$ cat src/rtl/lpm_pkg.sv
package lpm_pkg;

  typedef enum logic [2:0] {
    ST_RUN,
    ST_SLEEP,
    ST_WK_OSC,
    ST_WK_PER,
    ST_WK_CPU
  } lpm_state_e;

  typedef enum logic [1:0] {
    MD_IDLE = 2'b00,
    MD_STBY = 2'b01,
    MD_HALT = 2'b10,
    MD_HIB  = 2'b11
  } lpm_mode_e;

  typedef struct packed {
    logic cpu;
    logic per;
    logic wdog;
    logic osc;
  } clk_gates_t;

  // Control register field positions (software-visible layout)
  localparam int unsigned MODE_LSB = 0;
  localparam int unsigned QUAL_LSB = 2;
  localparam int unsigned WDW_BIT  = 15;
  localparam int unsigned MEM_LSB  = 16;
  localparam int unsigned ISO_BIT  = 31;

  localparam clk_gates_t GATES_ALL_ON = '{cpu: 1'b1, per: 1'b1, wdog: 1'b1, osc: 1'b1};

  function automatic clk_gates_t sleep_gates(lpm_mode_e m);
    clk_gates_t g;
    case (m)
      MD_IDLE: g = '{cpu: 1'b0, per: 1'b1, wdog: 1'b1, osc: 1'b1};
      MD_STBY: g = '{cpu: 1'b0, per: 1'b0, wdog: 1'b1, osc: 1'b1};
      default: g = '{cpu: 1'b0, per: 1'b0, wdog: 1'b0, osc: 1'b0};
    endcase
    return g;
  endfunction

endpackage

$ cat src/rtl/lpm_cfg_reg.sv
module lpm_cfg_reg #(
  parameter int unsigned DATA_W = 32,
  parameter int unsigned QUAL_W = 6
) (
  input  logic              clk,
  input  logic              rst_n,
  input  logic              wr_en,
  input  logic              wr_allow,
  input  logic [DATA_W-1:0] wdata,
  output logic [DATA_W-1:0] rdata
);
  import lpm_pkg::*;

  localparam logic [DATA_W-1:0] ONE = DATA_W'(1);
  localparam logic [DATA_W-1:0] WMASK =
      (DATA_W'(3) << MODE_LSB) |
      (((ONE << QUAL_W) - ONE) << QUAL_LSB) |
      (ONE << WDW_BIT) |
      (DATA_W'(3) << MEM_LSB) |
      (ONE << ISO_BIT);
  localparam logic [DATA_W-1:0] RST_VAL = ((ONE << QUAL_W) - ONE) << QUAL_LSB;

  logic [DATA_W-1:0] reg_q, reg_d;
  logic              reg_ce;

  assign reg_ce = wr_en & wr_allow;

  always_comb begin
    reg_d = reg_q;
    if (reg_ce) reg_d = wdata & WMASK;
  end

  always_ff @(posedge clk or negedge rst_n) begin
    if (!rst_n) reg_q <= RST_VAL;
    else if (reg_ce) reg_q <= reg_d;
  end

  assign rdata = reg_q;

endmodule

$ cat src/rtl/lpm_wake_qual.sv
module lpm_wake_qual #(
  parameter int unsigned QUAL_W = 6
) (
  input  logic              clk,
  input  logic              rst_n,
  input  logic              pin,
  input  logic [QUAL_W-1:0] qual_n,
  output logic              qualified
);
  localparam int unsigned CNT_W = QUAL_W + 1;
  localparam logic [CNT_W-1:0] CNT_MAX = {CNT_W{1'b1}};

  logic [CNT_W-1:0] cnt_q, cnt_d;
  logic [CNT_W-1:0] target;

  assign target = {1'b0, qual_n} + CNT_W'(2);

  always_comb begin
    if (!pin)                 cnt_d = '0;
    else if (cnt_q != CNT_MAX) cnt_d = cnt_q + CNT_W'(1);
    else                      cnt_d = cnt_q;
  end

  always_ff @(posedge clk or negedge rst_n) begin
    if (!rst_n) cnt_q <= '0;
    else        cnt_q <= cnt_d;
  end

  assign qualified = (cnt_q >= target);

endmodule

$ cat src/rtl/lpm_fsm.sv
module lpm_fsm (
  input  logic                clk,
  input  logic                rst_n,
  input  logic                idle_exec,
  input  lpm_pkg::lpm_mode_e  mode,
  input  logic                irq_any,
  input  logic                wdog_irq,
  input  logic                wdog_wake_en,
  input  logic                pin_raw,
  input  logic                pin_qual,
  output lpm_pkg::lpm_state_e state,
  output lpm_pkg::clk_gates_t gates
);
  import lpm_pkg::*;

  lpm_state_e st_q, st_d;
  logic       wake_hit;
  clk_gates_t slp;

  assign slp = sleep_gates(mode);

  always_comb begin
    case (mode)
      MD_IDLE: wake_hit = irq_any;
      MD_STBY: wake_hit = pin_qual | (wdog_wake_en & wdog_irq);
      default: wake_hit = pin_raw;
    endcase
  end

  always_comb begin
    st_d = st_q;
    case (st_q)
      ST_RUN:    if (idle_exec) st_d = ST_SLEEP;
      ST_SLEEP:  if (wake_hit)  st_d = ST_WK_OSC;
      ST_WK_OSC: st_d = ST_WK_PER;
      ST_WK_PER: st_d = ST_WK_CPU;
      default:   st_d = ST_RUN;
    endcase
  end

  always_ff @(posedge clk or negedge rst_n) begin
    if (!rst_n) st_q <= ST_RUN;
    else        st_q <= st_d;
  end

  always_comb begin
    case (st_q)
      ST_SLEEP:  gates = slp;
      ST_WK_OSC: gates = '{cpu: 1'b0, per: slp.per, wdog: 1'b1, osc: 1'b1};
      ST_WK_PER: gates = '{cpu: 1'b0, per: 1'b1, wdog: 1'b1, osc: 1'b1};
      default:   gates = GATES_ALL_ON;
    endcase
  end

  assign state = st_q;

endmodule

$ cat src/rtl/lpm_sequencer.sv
module lpm_sequencer #(
  parameter int unsigned DATA_W = 32,
  parameter int unsigned QUAL_W = 6,
  parameter int unsigned SYNC_STAGES = 2
) (
  input  logic              clk,
  input  logic              rst_n,
  input  logic              cfg_wr,
  input  logic [DATA_W-1:0] cfg_wdata,
  output logic [DATA_W-1:0] cfg_rdata,
  input  logic              idle_exec,
  input  logic              irq_any,
  input  logic              wdog_irq,
  input  logic              wake_pin,
  output logic              cpu_clk_en,
  output logic              per_clk_en,
  output logic              wdog_clk_en,
  output logic              osc_en,
  output logic              mem_off,
  output logic              io_iso,
  output logic              lp_active,
  output logic              wake_done
);
  import lpm_pkg::*;

  logic [SYNC_STAGES-1:0] rst_sync_q;
  logic                   rst_int_n;

  always_ff @(posedge clk or negedge rst_n) begin
    if (!rst_n) rst_sync_q <= '0;
    else        rst_sync_q <= {rst_sync_q[SYNC_STAGES-2:0], 1'b1};
  end
  assign rst_int_n = rst_sync_q[SYNC_STAGES-1];

  logic [DATA_W-1:0] cfg_q;
  lpm_state_e        state;
  clk_gates_t        gates;
  lpm_mode_e         mode;
  logic              pin_qual;
  logic              in_hib;

  assign mode = lpm_mode_e'(cfg_q[MODE_LSB +: 2]);

  lpm_cfg_reg #(.DATA_W(DATA_W), .QUAL_W(QUAL_W)) i_cfg (
    .clk      (clk),
    .rst_n    (rst_int_n),
    .wr_en    (cfg_wr),
    .wr_allow (state == ST_RUN),
    .wdata    (cfg_wdata),
    .rdata    (cfg_q)
  );

  lpm_wake_qual #(.QUAL_W(QUAL_W)) i_qual (
    .clk       (clk),
    .rst_n     (rst_int_n),
    .pin       (wake_pin),
    .qual_n    (cfg_q[QUAL_LSB +: QUAL_W]),
    .qualified (pin_qual)
  );

  lpm_fsm i_fsm (
    .clk          (clk),
    .rst_n        (rst_int_n),
    .idle_exec    (idle_exec),
    .mode         (mode),
    .irq_any      (irq_any),
    .wdog_irq     (wdog_irq),
    .wdog_wake_en (cfg_q[WDW_BIT]),
    .pin_raw      (wake_pin),
    .pin_qual     (pin_qual),
    .state        (state),
    .gates        (gates)
  );

  assign in_hib      = (state == ST_SLEEP) && (mode == MD_HIB);
  assign cfg_rdata   = cfg_q;
  assign cpu_clk_en  = gates.cpu;
  assign per_clk_en  = gates.per;
  assign wdog_clk_en = gates.wdog;
  assign osc_en      = gates.osc;
  assign io_iso      = in_hib & cfg_q[ISO_BIT];
  assign mem_off     = in_hib & (cfg_q[MEM_LSB +: 2] == 2'b01);
  assign lp_active   = (state != ST_RUN);
  assign wake_done   = (state == ST_WK_CPU);

endmodule

$ cat config.mk
export PLATFORM = sky130hd
export DESIGN_NAME = lpm_sequencer
export DESIGN_NICKNAME = d
export VERILOG_FILES = /design/src/rtl/lpm_pkg.sv /design/src/rtl/lpm_cfg_reg.sv /design/src/rtl/lpm_wake_qual.sv /design/src/rtl/lpm_fsm.sv /design/src/rtl/lpm_sequencer.sv
export SDC_FILE = /design/constraint.sdc
export NUM_CORES = 1
export LEC_CHECK = 0
export BUFFER_PORTS_ARGS = -buffer_cell sky130_fd_sc_hd__buf_2
export CAP_MARGIN = 5
export CORE_MARGIN = 2
export CORE_UTILIZATION = 45
export CTS_CLUSTER_DIAMETER = 30
export DETAILED_ROUTE_END_ITERATION = 10
export PLACE_DENSITY = 0.86
export SLEW_MARGIN = 20
export SYNTH_ARGS = -nofsm -noshare
export SYNTH_HDL_FRONTEND = slang
export SYNTH_SLANG_ARGS = --single-unit
$ cat constraint.sdc
create_clock -name clk -period 1.3 [get_ports clk]
set_clock_uncertainty 0.15 [all_clocks]
set_input_delay 0.065 -clock clk [delete_from_list [all_inputs] [get_ports clk]]
set_output_delay 0.065 -clock clk [all_outputs]
set_load 0.02 [all_outputs]
## After elaboration in Yosys (flattened, before gate mapping)

Cells that the tools add are included.
W data, S select, Z words.

- Add/sub/neg operators: 2
- Magnitude comparators: 1
- Eq/ne operators: 11
- Mux-type cells: 8
- Bitwise gates (word level): 5
- Reduce and logical (&&, ||, !) cells: 5

Operators by type and width:

| cell | number |
|---|---|
| $mux W7 | 2 |
| $pmux W3 S4 | 1 |
| $pmux W4 S3 | 1 |
| $add A6 B2 Y7 const B | 1 |
| $add A7 B1 Y7 const B | 1 |
| $ge A7 B7 Y1 | 1 |
| $ne A7 B7 Y1 const B | 1 |
| $eq A3 B2 Y1 const B | 2 |
| $mux W3 | 2 |
| $pmux W3 S2 | 1 |
| $and A1 B1 Y1 | 4 |
| $eq A2 B1 Y1 const B | 2 |
| $ne A2 B1 Y1 const B | 2 |
| $eq A3 B1 Y1 const B | 1 |
| $eq A3 B3 Y1 const B | 1 |
| $logic_not A3 Y1 | 1 |
| $reduce_bool A3 Y1 | 1 |
| $eq A2 B2 Y1 const B | 1 |
| $logic_not A2 Y1 | 1 |
| $ne A2 B2 Y1 const B | 1 |
| $pmux W1 S2 | 1 |
| $reduce_and A2 Y1 | 1 |
| $logic_and A1 B1 Y1 | 1 |
| $or A1 B1 Y1 | 1 |

- Bits in registers: 24
- Input port bits: 39
- Output and inout bits: 40
- Logic and storage cells: 36

## Longest topological paths before layout

Gate-level depths: netlist of the first run.

- Depth after elaboration: 6
- Mapped depth: 8
- Mapped depth without buffers: 8

## Modules after synthesis

Synthesis of the first run repeated with hierarchy kept, for this count alone.

- Cell total of the unflattened synthesis: 138
- Area, all modules: 1493.9 µm²

Modules (own cells, without submodules):

| module | times used | cells each | area each (µm²) | seq. area each (µm²) |
|---|---|---|---|---|
| lpm_cfg_reg | 1 | 47 | 651.9 | 307.8 |
| lpm_wake_qual | 1 | 59 | 550.5 | 175.2 |
| lpm_fsm | 1 | 21 | 190.2 | 75.1 |
| lpm_sequencer | 1 | 11 | 101.3 | 50.0 |

## Worst setup path before layout of the first run

OpenSTA, ideal clock, no wires.

- Path kind: reg2reg
- From: register i_cfg.reg_q[3] (netlist: i_cfg.rdata[3])
- To: register i_fsm.st_q[0] (netlist: i_fsm.state[0])
- Setup time: 0.119 ns
- Data arrival time: 1.767 ns
- Required time: 1.031 ns
- Setup slack: -0.736 ns
- Cell stages (with the launch flop): 9
- Buffers on the path: 0
- Clock period less this slack: 2.036 ns
- Cells stage by stage: dfstp_2 ha_1 nand3_1 xor2_1 ha_1 nand2_1 o211ai_1 a21oi_1 a21bo_2

- Cells in the longest elaborated chain, start to end: 6

Ends and longest elaborated chain:

| element | RTL line | text |
|---|---|---|
| start: declaration | lpm_cfg_reg.sv:23 | `logic [DATA_W-1:0] reg_q, reg_d;` |
| start signal: assignment | lpm_cfg_reg.sv:35 | `else if (reg_ce) reg_q <= reg_d;` |
| $add A6 B2 Y7 | lpm_wake_qual.sv:16 | `assign target = {1'b0, qual_n} + CNT_W'(2);` |
| $ge A7 B7 Y1 | lpm_wake_qual.sv:29 | `assign qualified = (cnt_q >= target);` |
| $or A1 B1 Y1 | lpm_fsm.sv:25 | `MD_STBY: wake_hit = pin_qual \| (wdog_wake_en & wdog_irq);` |
| $pmux W1 S2 | lpm_fsm.sv:23 | `case (mode)` |
| $ne A2 B1 Y1 (no source line) | -- |  |
| $reduce_and A2 Y1 (no source line) | -- |  |
| end signal: assignment | lpm_fsm.sv:43 | `else st_q <= st_d;` |
| end: declaration | lpm_fsm.sv:16 | `lpm_state_e st_q, st_d;` |

No other way between the ends.
A chain may end at the register's enable or synchronous reset.

## Worst setup path after layout of the first run

- From: register i_cfg.reg_q[4] (netlist: i_cfg.rdata[4])
- To: register i_fsm.st_q[0] (netlist: i_fsm.state[0])

Same word-level chain as after synthesis.

==> summary.md, run 1 <==
| Metric | Value |
|---|---|
| Routed wire length | 4230 um |
| Count leader, synth | buf_4 |
| Final non-filler cell total | roughly 270 |
| Overall Global Routing Usage | 22.9% |
| Seq cells post-synth | 24 |
| Die Span Y | between 60 and 70 um |
| Worst VDD drop | approximately 1700 uV |
| # DRC | 0 |
| Pwr Total | approximately 5.4 mW |
| Hold Fails Final Rpt | 0 |
| Initial antenna violation count | 0 |
| Combinational fraction of design power | 67.2% |
| Leakage | between 1 and 1.5 nW |
| Register Area | around 610 um^2 |
| Hold Slack | 0.0307 ns |
| Net Sw Power | between 2 and 2.5 mW |
| Syn Inst Count | 133 |
| DP Wirelength | 2500 um |
| Area delta synth->final | 60.8% |
| Compound-Gate Fraction of Synth Area | roughly 8.6% |
| Share of synthesized cell area in and, or, nand and nor gates | between 10% and 20% |
| Die W | between 60 and 70 um |
| GRT overflow | 0 |
| Row Count | 20 |
| Initial core utilization | 48.1% |
| Vias | 1292 |
| Synth top area cells | dfrtp_1, buf_4, dfstp_2 |
| H-Tree Depth | 1 |
| Vias per cell | 4.80 |
| Post-route ant nets | 0 |
| Multi-input logic area | between 900 and 1000 um^2 |
| Slowest cell delay on critical path | ~0.6 ns |
| CTS root buffer | clkbuf_4 |
| Placed cells | between 200 and 250 |
| Outcome | finished with violations |
| Vias in the first global route | roughly 1.3k |
| Layout cells sized above 1 | 56.9% |
| Synth top area share | 30.2% |
| Main combinational cell family by area after synthesis | buffers and inverters |
| Critical path, cell by cell | ha_4 -> nand3_2 -> xor2_1 -> ha_1 -> nand2_2 -> o211ai_1 -> a21oi_2 -> a21bo_2 |
| Reg clk slew, reported paths | between 0.1 and 0.15 ns |
| CTS tree | yes |
| CTS Buffer Depth | 2 |
| Sw Share | between 30% and 40% |
| IO Port Bufs | 38 |
| CP bufs+invs | 0 |
| Top delay family on crit path | flip-flops |
| Final worst path period share | 158% |
| Post-synth EDFFs | 0 |
| Failing checks | setup timing |
| Pwr Density | about 2200 nW/um^2 |
| First-pass GRT wire length | between 6000 and 7000 um |
| Sequential-to-total area share from yosys stat | roughly 41% |
| Synth area leader | dfrtp_1 |
| Clock network power share | 7.7% |
| Main synth FF type | dfrtp_1 |
| Final min period | a little over 2 ns |
| Setup Viol. Count Final | 33 |
| DR WL/cell | 15.7 um |
| Crit path DAT | ~2.2 ns |
| Avg Inst Size Synth | around 11 um^2 |
| Cell Int Power | around 3.3 mW |
| Max Fclk | 0.485 GHz |
| Ys Warns | 0 |
| CP Data Required Time | roughly 1.4 ns |
| N_diodes | 0 |
| Fill cells | 188 |
| Core Area | about 3100 um^2 |
| Max-cap viol count | 0 |
| Layout Utilization | 77.4% |
| Synth cell types | 37 |
| Flop pwr share | between 20 and 30% |
| Largest net degree at the start of global routing | 14 |
| Post-synthesis async set-or-reset flop share | 100% |
| Crit end category | register |
| I/O pins | about 80 |
| Clock sink total | 24 |
| Skew-Pair Late Insertion Delay | between 0.3 and 0.4 ns |
| Final Worst Setup Slack | -0.760 ns |
| Synth top cells by count | buf_4, dfrtp_1, mux2_4 |
| Adder-cell area share of the yosys netlist | 7.54% |
| Pre-CTS setup slack | -0.735 ns |
| Clock buffer count from CTS | 3 |
| Die area | ~3800 um^2 |
| Worst min path class | reg2async |
| Startpoint types | register |
| Post-Synth XOR/XNOR Area | 4.10% |
| Nets | 274 |
| Syn Std Cell Area | ~1500 um^2 |
| Critical path class | reg2reg |
| Worst-path cell with the longest stage delay | dfstp_2 |
| DR pass1 iterations | 4 |
| Fin. max-slew vios | 0 |
| Worst-path fanout max | 3 |
| Post-synthesis mux area share | between 10% and 20% |
| Gpl congestion | between 0.8 and 0.9 |
| RSZ-0062 raised after global routing | yes |
| Initial DRC count | 24 |
[metal layers]
metal | track usage, % | vias up | part of all wire [%]
li1 | - | 605 | -
met1 | 26.7 | 625 | 39
met3 | 3.15 | 9 | 4.8
met4 | 6.38 | 0 | 2.3
met2 | 43.3 | 53 | 54
met5 | 0 | - | 0
[final timing paths]
path                            slack (ns)              end      startpoint  cells past startpoint
worst max-delay path                 -0.76   i_fsm.state[0]  i_cfg.rdata[4]                      8
worst min-delay path                  0.03  i_cfg.rdata[15]   rst_sync_q[1]                      1
worst max register to register       -0.76   i_fsm.state[0]  i_cfg.rdata[4]                      8
worst min register to register        0.03  i_cfg.rdata[15]   rst_sync_q[1]                      1
max in group asynchronous             0.47    rst_sync_q[0]           rst_n                      3
min in group clk                      0.06   i_fsm.state[1]        wdog_irq                      5
[power groups by stage]
stage | Combinational (mW) | Clock [mW] | Sequential [mW]
3_5_place_dp | 2.53 | 0 | 1.34
4_1_cts | 3.22 | 0.404 | 1.33
2_1_floorplan | 1.43 | 0 | 1.60
3_3_place_gp | 2.44 | 0 | 1.31
6_report | 3.61 | 0.413 | 1.35
5_1_grt | 3.83 | 0.450 | 1.38
[per-stage QoR]
stage / TNS [ns] / area [um^2]
after floorplan: -6.07 / 1620
after global placement: -5.69 / 1880
after detailed placement: -6.53 / 1880
after CTS: -9.87 / 2300
after global routing: -12.42 / 2400
final: -10.91 / 2400
[state kept, by name, summed over array words and instances (netlist names)]
| signal | count |
|---|---|
| i_cfg.rdata | 12 |
| i_qual.cnt_q | 7 |
| i_fsm.state | 3 |
| rst_sync_q | 2 |
[repair_timing]
action / CTS / global route
pin swaps: 11 / 6
gates resized for setup: 49 / 17
buffers inserted: 7 / 8
hold endpoints to repair: 21 / 0
endpoints found under the setup margin: 35 / 36
hold buffers: 15 / 0
[layout by cell type, fill, tap and decap left out, drive strengths merged, types with 2 or more instances in the layout]
master,count
a21oi,4
a31oi,3
and2,4
and3,4
buf,77
clkbuf,4
conb,21
dfrtp,18
dfstp,6
dlygate4sd3,15
ha,9
inv,4
mux2,12
nand2,4
nand3,2
nor2,4
nor2b,4
nor3b,2
o21ai,5
o21bai,2
or3,2
xnor2,6
[cells by family (layout without fill, tap and decap cells)]
family / after synthesis / in the layout
XOR/XNOR: 7 / 7
flip-flops: 24 / 24
adder cells (fa/ha/maj): 9 / 9
other: 2 / 21
AO/OA/AOI/OAI: 20 / 20
AND/OR/NAND/NOR: 31 / 31
multiplexers: 13 / 13
buffers and inverters: 27 / 100
[final cells by class]
type | instances | area share [%]
Inverter | 4 | 0.729
Clock buffer | 4 | 1.51
Timing Repair Buffer | 92 | 32.3
Sequential cell | 24 | 25.4
Tap cell | 44 | 2.29
Multi-Input combinational cell | 101 | 37.7
(Power assumes the default switching activity.)
==> run 2: changes to the inputs <==
==> constraint.sdc (replaced) <==
create_clock -name clk -period 1.3 [get_ports clk]
set_clock_uncertainty 0.15 [all_clocks]
set_input_delay 0.26 -clock clk [delete_from_list [all_inputs] [get_ports clk]]
set_output_delay 0.26 -clock clk [all_outputs]
set_load 0.02 [all_outputs]
==> run 2 against run 1 <==
  * The run still ends with setup timing left
  * Hold slack got worse by 0.025 ns
  * Register-to-register slack improved by 0.02 ns
  * Maximum frequency rose by 1.0%
  * Core utilization rose by 7.0 points
  * Sequential share of layout area fell by 2.0 points
  * Via count rose by 5.3%
  * Critical path type unchanged
  * Largest power group unchanged
==> summary.md, run 2 (synthesis gave the netlist of run 1 again) <==
| Metric | Value |
|---|---|
| Layout Utilization | 84.4% (+7.0 points) |
| Routed wire length | 4910 um (+16%) |
| Core Area | 3100 um^2 (unchanged) |
| DR WL/cell | 17.8 um (+13%) |
| Net Sw Power | 2.38 mW (+12%) |
| Most Frequent Cell on Critical Path | ha_4 |
| Fin. max-slew vios | 0 (unchanged) |
| Vias per cell | 4.93 (+2.7%) |
| CTS Buffer Depth | 2 (unchanged) |
| Worst VDD drop | 1410 uV (-17%) |
| CTS tree | yes |
| Critical path class | reg2reg |
| Final min period | 2.04 ns (-0.0208 ns) |
| DP Wirelength | 2590 um (+3.5%) |
| Skew-Pair Late Insertion Delay | 0.33 ns (about the same) |
| N_diodes | 0 (unchanged) |
| Clock buffer count from CTS | 3 (unchanged) |
| Hold Fails Final Rpt | 0 (unchanged) |
| Gpl congestion | 0.751 (-8.4%) |
| Fill cells | 168 (-11%) |
| Die area | 3800 um^2 (unchanged) |
| Critical path, cell by cell | ha_4 -> nand3_4 -> xor2_2 -> ha_4 -> nand2_2 -> o211ai_1 -> a21oi_2 -> a21bo_2 |
| Clock sink total | 24 (unchanged) |
| Vias in the first global route | 1422 (+11%) |
| Met2 routed WL | 2570 um (+12%) |
| Die Span Y | 61.6 um (unchanged) |
| Failing checks | setup timing |
| Combinational fraction of design power | 68.3% (+1.1 points) |
| Crit end category | register |
| CTS root buffer | clkbuf_4 |
| Startpoint types | register |
| Worst min path class | in2reg |
| Initial antenna violation count | 0 (unchanged) |
| Most common cell after layout, fill and taps aside | buf_6 |
| CP Data Required Time | 1.39 ns (about the same) |
| Initial DRC count | 23 (-4.2%) |
| Commonest non-fill, non-tap cells in the layout | buf_6, buf_4, conb_1 |
| Max-cap viol count | 0 (unchanged) |
| Max reg flops | 12 (unchanged) |
| First-pass GRT wire length | 6590 um (+6.6%) |
| Multi-input logic area | 998 um^2 (+10%) |
| GRT overflow | 0 (unchanged) |
| Top delay family on crit path | flip-flops |
| Die W | 61.6 um (unchanged) |
| Finished Cell Area | 2620 um^2 (+9.1%) |
| Register Area | 614 um^2 (+0.61%) |
| RSZ-0062 raised after global routing | yes |
| H-Tree Depth | 1 (unchanged) |
| Vias | 1361 (+5.3%) |
| Final worst path period share | 157% (-1.6 points) |
| Flop pwr share | 22.7% (-2.4 points) |
| Pwr Density | 2390 nW/um^2 (+6.6%) |
| Sw Share | 38.0% (-1.6 points) |
| Overall Global Routing Usage | 24.5% (+1.6 points) |
| Max Fclk | 0.490 GHz (+1.0%) |
| Post-route ant nets | 0 (unchanged) |
| CP bufs+invs | 0 (unchanged) |
| Cell Int Power | 3.88 mW (+19%) |
| Row Count | 20 (unchanged) |
| Area delta synth->final | 75.4% |
| Leakage | 1.24 nW (+6.3%) |
| Largest net degree at the start of global routing | 15 (+1) |
| Final Worst Setup Slack | -0.739 ns (+0.0208 ns) |
| DR pass1 iterations | 4 (unchanged) |
| I/O pins | 79 (unchanged) |
| Pwr Total | 6.25 mW (+16%) |
| Worst-path fanout max | 3 (unchanged) |
| Fin Setup TNS | -16.05 ns (-5.14 ns) |
| Nets | 281 (+2.6%) |
| Reg clk slew, reported paths | 0.14 ns (about the same) |
| Worst-path cell with the longest stage delay | dfstp_2 |
| Setup Viol. Count Final | 42 (+27%) |
| Outcome | finished with violations |
| Routed wl met3 | 365 um (+78%) |
| IO Port Bufs | 38 (unchanged) |
| Wl on met1 | 1770 um (+8.4%) |
| DR top layer | met4 |
| Crit path DAT | 2.13 ns (-0.02 ns) |
| Initial core utilization | 48.1% (unchanged) |
| # DRC | 0 (unchanged) |
| Layout cells sized above 1 | 65.5% (+8.6 points) |
| Post-DP Area | 1910 um^2 (+1.1%) |
| Slowest cell delay on critical path | 0.60 ns (about the same) |
| Clock network power share | 8.9% (+1.2 points) |
[run 2: power by group through the flow]
stage / Clock [mW] / Sequential (mW) / Combinational [mW]
2_1_floorplan: 0 / 1.62 / 1.49
3_3_place_gp: 0 / 1.35 / 2.49
3_5_place_dp: 0 / 1.38 / 2.57
4_1_cts: 0.571 / 1.36 / 3.55
5_1_grt: 0.597 / 1.45 / 4.50
6_report: 0.558 / 1.42 / 4.27
[run 2: what timing repair did]
action | CTS | global route
gates resized for setup | 59 | 32
hold endpoints to repair | 9 | 2
buffers inserted | 17 | 11
endpoints found under the setup margin | 40 | 42
cloned | 1 | 0
pin swaps | 18 | 21
hold buffers | 8 | 2
[run 2: through the flow]
stage	hold slack (ns)	setup slack [ns]	cells
6_report	0.00526	-0.739	276
4_1_cts	0.00303	-0.691	266
2_1_floorplan	-0.186	-0.661	152
3_3_place_gp	-0.105	-0.603	236
3_5_place_dp	-0.103	-0.706	236
5_1_grt	0.00164	-0.788	276
[run 2: path summary, 6_finish.rpt]
| kind | from | end | slack, ns | depth (start not counted) |
|---|---|---|---|---|
| min in group asynchronous | rst_sync_q[1] | i_qual.cnt_q[2] | 0.04 | 1 |
| max in group asynchronous | rst_sync_q[1] | i_cfg.rdata[2] | 0.71 | 1 |
| min reg2reg | rst_sync_q[1] | i_qual.cnt_q[2] | 0.04 | 1 |
| max | i_cfg.rdata[3] | i_fsm.state[0] | -0.74 | 8 |
| min | cfg_wdata[6] | i_cfg.rdata[6] | 0.005 | 2 |
| max reg2reg | i_cfg.rdata[3] | i_fsm.state[0] | -0.74 | 8 |
[run 2: cell type report]
cell class              count  share of cell area [%]
repair buffers             99                    33.7
inverters                   4                   0.669
clock inverters             1                    1.15
clock buffers               3                   0.860
multi-input cells         101                    38.1
well taps                  44                    2.10
flip-flops and latches     24                    23.4
[run 2: worst register-to-register path: stages (launching register included)]
cell and delay (ns):
dfstp_2 0.60, ha_4 0.16, nand3_4 0.07, xor2_2 0.17, ha_4 0.27, nand2_2 0.05
o211ai_1 0.20, a21oi_2 0.08, a21bo_2 0.21
[run 2: layer usage]
| metal | GRT usage, % | up-vias |
|---|---|---|
| met4 | 9.12 | 0 |
| met5 | 0 | - |
| li1 | - | 625 |
| met1 | 26.9 | 653 |
| met2 | 43.6 | 66 |
| met3 | 8.40 | 17 |
